## src/rtl/rrf_pkg.sv

```systemverilog
package rrf_pkg;

    // Action taken on the rotating base in a given cycle
    typedef enum logic [1:0] {
        ACT_HOLD  = 2'd0,
        ACT_STEP  = 2'd1,
        ACT_CLEAR = 2'd2
    } rrb_act_e;

endpackage

```

## src/rtl/rrf_base_ctrl.sv

```systemverilog
module rrf_base_ctrl
    import rrf_pkg::*;
#(
    parameter int ROT_COUNT = 8,
    localparam int RRB_W = (ROT_COUNT > 1) ? $clog2(ROT_COUNT) : 1
) (
    input  logic             clk,
    input  logic             rst_n,
    input  logic             rot_clear,
    input  logic             rot_step,
    output logic [RRB_W-1:0] rrb_q
);

    localparam logic [RRB_W-1:0] RRB_TOP = RRB_W'(ROT_COUNT - 1);

    rrb_act_e         act;
    logic [RRB_W-1:0] rrb_d;

    // Action decode: a clear has priority over a step
    always_comb begin
        if (rot_clear)      act = ACT_CLEAR;
        else if (rot_step)  act = ACT_STEP;
        else                act = ACT_HOLD;
    end

    // Next-base selection
    always_comb begin
        unique case (act)
            ACT_CLEAR: rrb_d = '0;
            ACT_STEP:  rrb_d = (rrb_q == '0) ? RRB_TOP : rrb_q - 1'b1;
            default:   rrb_d = rrb_q;
        endcase
    end

    // Base register
    always_ff @(posedge clk) begin
        if (!rst_n) rrb_q <= '0;
        else        rrb_q <= rrb_d;
    end

endmodule

```

## src/rtl/rrf_spec_map.sv

```systemverilog
module rrf_spec_map #(
    parameter int NUM_REGS = 16,
    parameter int ROT_BASE = 8,
    localparam int ROT_COUNT = NUM_REGS - ROT_BASE,
    localparam int SPEC_W = $clog2(NUM_REGS),
    localparam int RRB_W = (ROT_COUNT > 1) ? $clog2(ROT_COUNT) : 1
) (
    input  logic [SPEC_W-1:0] spec,
    input  logic [RRB_W-1:0]  rrb,
    output logic [SPEC_W-1:0] phys
);

    localparam int SUM_W = SPEC_W + 1;
    localparam logic [SUM_W-1:0] BASE_S  = SUM_W'(ROT_BASE);
    localparam logic [SUM_W-1:0] COUNT_S = SUM_W'(ROT_COUNT);

    logic [SUM_W-1:0] offs;
    logic [SUM_W-1:0] sum;
    logic [SUM_W-1:0] wrapped;

    always_comb begin
        offs    = SUM_W'(spec) - BASE_S;
        sum     = offs + SUM_W'(rrb);
        wrapped = (sum >= COUNT_S) ? (sum - COUNT_S) : sum;
        if (SUM_W'(spec) < BASE_S) phys = spec;
        else                       phys = SPEC_W'(wrapped + BASE_S);
    end

endmodule

```

## src/rtl/rrf_storage.sv

```systemverilog
module rrf_storage #(
    parameter int DATA_W   = 16,
    parameter int NUM_REGS = 16,
    localparam int SPEC_W  = $clog2(NUM_REGS)
) (
    input  logic              clk,
    input  logic              rst_n,
    input  logic              we,
    input  logic [SPEC_W-1:0] waddr,
    input  logic [DATA_W-1:0] wdata,
    input  logic [SPEC_W-1:0] raddr0,
    output logic [DATA_W-1:0] rdata0,
    input  logic [SPEC_W-1:0] raddr1,
    output logic [DATA_W-1:0] rdata1
);

    logic [DATA_W-1:0] mem [NUM_REGS];

    always_ff @(posedge clk) begin
        if (!rst_n) begin
            for (int i = 0; i < NUM_REGS; i++) mem[i] <= '0;
        end else if (we) begin
            mem[waddr] <= wdata;
        end
    end

    // Reads see storage contents before any same-cycle write
    assign rdata0 = mem[raddr0];
    assign rdata1 = mem[raddr1];

endmodule

```

## src/rtl/rrf_rotating_regfile.sv

```systemverilog
module rrf_rotating_regfile #(
    parameter int DATA_W   = 16,
    parameter int NUM_REGS = 16,
    parameter int ROT_BASE = 8,
    localparam int ROT_COUNT = NUM_REGS - ROT_BASE,
    localparam int SPEC_W = $clog2(NUM_REGS),
    localparam int RRB_W = (ROT_COUNT > 1) ? $clog2(ROT_COUNT) : 1
) (
    input  logic              clk,
    input  logic              rst_n,
    input  logic              rot_clear,
    input  logic              rot_step,
    input  logic              wr_en,
    input  logic [SPEC_W-1:0] wr_spec,
    input  logic [DATA_W-1:0] wr_data,
    input  logic [SPEC_W-1:0] rd0_spec,
    output logic [DATA_W-1:0] rd0_data,
    input  logic [SPEC_W-1:0] rd1_spec,
    output logic [DATA_W-1:0] rd1_data
);

    localparam int NPORT = 3; // index 0: write, 1: read0, 2: read1

    logic [RRB_W-1:0]  rrb_q;
    logic [SPEC_W-1:0] lspec [NPORT];
    logic [SPEC_W-1:0] pidx  [NPORT];

    assign lspec[0] = wr_spec;
    assign lspec[1] = rd0_spec;
    assign lspec[2] = rd1_spec;

    rrf_base_ctrl #(.ROT_COUNT(ROT_COUNT)) u_ctrl (
        .clk       (clk),
        .rst_n     (rst_n),
        .rot_clear (rot_clear),
        .rot_step  (rot_step),
        .rrb_q     (rrb_q)
    );

    // All ports translate with the base current in this cycle
    for (genvar p = 0; p < NPORT; p++) begin : g_map
        rrf_spec_map #(.NUM_REGS(NUM_REGS), .ROT_BASE(ROT_BASE)) u_map (
            .spec (lspec[p]),
            .rrb  (rrb_q),
            .phys (pidx[p])
        );
    end

    rrf_storage #(.DATA_W(DATA_W), .NUM_REGS(NUM_REGS)) u_mem (
        .clk    (clk),
        .rst_n  (rst_n),
        .we     (wr_en),
        .waddr  (pidx[0]),
        .wdata  (wr_data),
        .raddr0 (pidx[1]),
        .rdata0 (rd0_data),
        .raddr1 (pidx[2]),
        .rdata1 (rd1_data)
    );

endmodule

```

## config.mk

```make
export PLATFORM = sky130hd
export DESIGN_NAME = rrf_rotating_regfile
export DESIGN_NICKNAME = d
export VERILOG_FILES = /design/src/rtl/rrf_pkg.sv /design/src/rtl/rrf_base_ctrl.sv /design/src/rtl/rrf_spec_map.sv /design/src/rtl/rrf_storage.sv /design/src/rtl/rrf_rotating_regfile.sv
export SDC_FILE = /design/constraint.sdc
export NUM_CORES = 1
export LEC_CHECK = 0
export BUFFER_PORTS_ARGS = -buffer_cell sky130_fd_sc_hd__buf_2
export CORE_UTILIZATION = 45
export CTS_CLUSTER_SIZE = 30
export DETAILED_ROUTE_END_ITERATION = 8
export GPL_TIMING_DRIVEN = 0
export SYNTH_ARGS = -nofsm -noshare
export SYNTH_HDL_FRONTEND = slang
export SYNTH_SLANG_ARGS = --single-unit
```

## constraint.sdc

```tcl
create_clock -name clk -period 6.2 [get_ports clk]
set_clock_uncertainty 0.1 [all_clocks]
set_input_delay 0.93 -clock clk [delete_from_list [all_inputs] [get_ports clk]]
set_output_delay 0.93 -clock clk [all_outputs]
set_load 0.005 [all_outputs]
```

==> impl_results.md <==
- Outcome: completed
- Slowest CP cell: mux2i_1
- HP Start: u_ctrl.rrb_q[2]
- Overall routing resource usage: 24.8%
- Placed insts: 1,542
- Core area: 31,700 sq um
- Initial Util: 46.0%
- Synth top area cells: edfxtp_1, mux2_2, and2_1, a22oi_1, mux4_2
- Area after DPL: 15,400 sq um
- Crit path from: rd1_spec[0]
- Fill cells: 2,741
- Async S/R FF share, synth: 0%
- Largest area contributor in the netlist: edfxtp_1
- Grt peak-use layer: met2
- Post-synth EDFFs: 256
- Setup WS pre-CTS: 1310 ps
- Syn nets: 1,122
- HP Class: reg -> reg
- Power per Cell Area: 276 nW/um^2
- Tot Pwr: 4.53 mW
- Clock Pin Slew Worst Setup and Hold Paths: 60 ps
- # setup viols final: 0
- Max_slew headroom: 34.7%
- Post CTS Setup Buffer Count: 0
- Yosys reg bits: 259
- Area of the multi-input gates: 6350 sq um
- Post-Syn Area per Cell: 13.5 sq um
- Final min period: 4900 ps
- # clock sinks: 259
- Sequential share of the synthesized area: 53.2%
- Worst setup path category: in -> out
- I/O Buffers: 62
- Worst slew pin tran: 980 ps
- Critical Path End Type: output pin
- Worst VDD drop: 0.183 mV
- Syn. warnings: 0
- Clk buf depth: 3
- Hold buffers post-CTS: 0
- Vias per cell: 5.79
- Clock root cell: clkbuf_16
- CP max stage delay: 480 ps
- WP data required: 5170 ps
- Die width: 182 microns
- Cell row count: 65
- Final Hold Fails: 0
- Htree depth: 1
- # IOs: 65
- Largest net degree at the start of global routing: 17
- GR Util met3: 5.80%
- WL per Instance: 25.4 microns
- Storage element area: 7750 sq um
- Mapped Area: 14,600 sq um
- FMAX: 204 MHz
- Worst Hold Slack: 511 ps
- Met2 usage: 38.3%
- Fin util: 51.7%
- CP Cell Sequence: buf_2 -> ha_1 -> fa_1 -> mux2i_1 -> buf_4 -> buf_6 -> mux2_2 -> a22oi_1 -> nand4_1 -> buf_2
- First drt pass iteration count: 5
- GRT met1 Usage: 35.1%
- Die ar.: 33,100 sq um
- Period utilization: 79.0%
- Gpl congestion: 0.970
- Cells after synthesis: 1,078
- RSZ-0062 raised after global routing: no
- Crit path arrival time: 3870 ps
- FF-to-FF path depth: 7
- Initial DRC Count: 765
- Setup TNS: 0 ps
- Leakage: 6.18 nW
- Global-route wire length before repair: 59,700 microns
- CTS Buf Count: 28
- # nets final: 1,214
- Crit Reg-Reg Startpoint: u_ctrl.rrb_q[0]
- Diode count: 0
- Post_cts resized: 0
- Antenna Nets Post-Route: 0
- GRT overflow: 0
- Vias in the first global route: 9,174
- Skew-Pair Late Insertion Delay: 540 ps
- Synth top area share: 52.7%
- Drt total wl: 40,500 microns
- TritonCTS clock tree: done
- Worst-path fanout max: 10
- Initial antenna violation count: 0
- Die H: 182 microns
- Area growth from synthesis to layout: 12.5%
- Max-cap violations: 0
- Primary FF master, synth: edfxtp_1
- Finished Layout Cells: 1,594
- Post-DP HPWL: 31,600 microns
- Startpoint class of the critical path: input port
- Setup ws final: 1300 ps
- Worst hold stages: 2
- Layout cell share with drive strength beyond 1: 33.7%
- Finished layout cell area: 16,400 sq um
- Max-slew violations: 0
- DRC violations left: 0
- Unique masters post-synth: 35
- Total number of vias: 9,231
- CP most frequent cell: buf_2
- Commonest cells in the synthesized netlist: and2_1, edfxtp_1, mux2_2
-- routing by layer --
metal / vias to the layer above / part of all wire (%)
met3: 63 / 8.7
met5: - / 0
li1: 4238 / -
met4: 0 / 2.7
met2: 359 / 44
met1: 4571 / 45
-- placed cells by master (no fill, tap or decap), drive strengths merged, types with 2 or more instances in the layout --
| cell type | synthesis | routed |
|---|---|---|
| nand2 | 37 | 37 |
| inv | 5 | 6 |
| a311oi | 2 | 2 |
| clkinvlp | 0 | 6 |
| edfxtp | 256 | 256 |
| and3 | 6 | 6 |
| bufinv | 0 | 6 |
| nand4 | 33 | 33 |
| and2 | 256 | 256 |
| xnor2 | 3 | 3 |
| xor2 | 3 | 3 |
| nor3 | 12 | 12 |
| nor2 | 14 | 14 |
| a22oi | 96 | 96 |
| ha | 8 | 8 |
| mux4 | 32 | 32 |
| buf | 48 | 110 |
| nand2b | 21 | 21 |
| dfxtp | 3 | 3 |
| clkbuf | 35 | 64 |
| fa | 3 | 3 |
| mux2 | 192 | 192 |
| nor4 | 2 | 2 |
| clkinv | 0 | 10 |
| mux2i | 4 | 4 |
-- power breakdown --
group	switching, mW	internal, mW	leakage [nW]
clock	0.721	1.10	0.477
sequential	0.0380	2.00	2.66
combinational	0.398	0.273	3.04
-- cells by family after synthesis --
group	Yosys count	share of synthesized area (%)
AND/OR/NAND/NOR	385	16.8
flip-flops	259	53.2
multiplexers	228	20.1
AO/OA/AOI/OAI	101	5.25
buffers and inverters	88	3.25
adder cells (fa/ha/maj)	11	1.10
XOR/XNOR	6	0.361
-- registers in the layout, summed over array words and instances (netlist names) --
register,count
u_ctrl.rrb_q,3
u_mem.mem,256
-- worst max-delay path: cells and delay by family --
kind	cells	cell delay, ps
simple gates	1	260
mux	2	830
buf+inv	4	890
compound gates	1	300
fa+ha+maj	2	650
-- area by class of cell --
type	instances	share of cell area, %
flip-flops and latches	259	47.2
plain buffers	83	2.78
inverters	5	0.114
clock buffers	29	4.43
clock inverters	23	1.73
well taps	402	3.07
multi-input cells	731	38.8
repair buffers	62	1.89
-- worst paths after layout --
check | end | slack (ps)
max | rd1_data[14] | 1300
max reg2reg | u_mem.mem[4][5] | 2810
min | u_ctrl.rrb_q[2] | 510
min reg2reg | u_ctrl.rrb_q[2] | 510
Note: power is estimated with default switching activity, not from simulation.
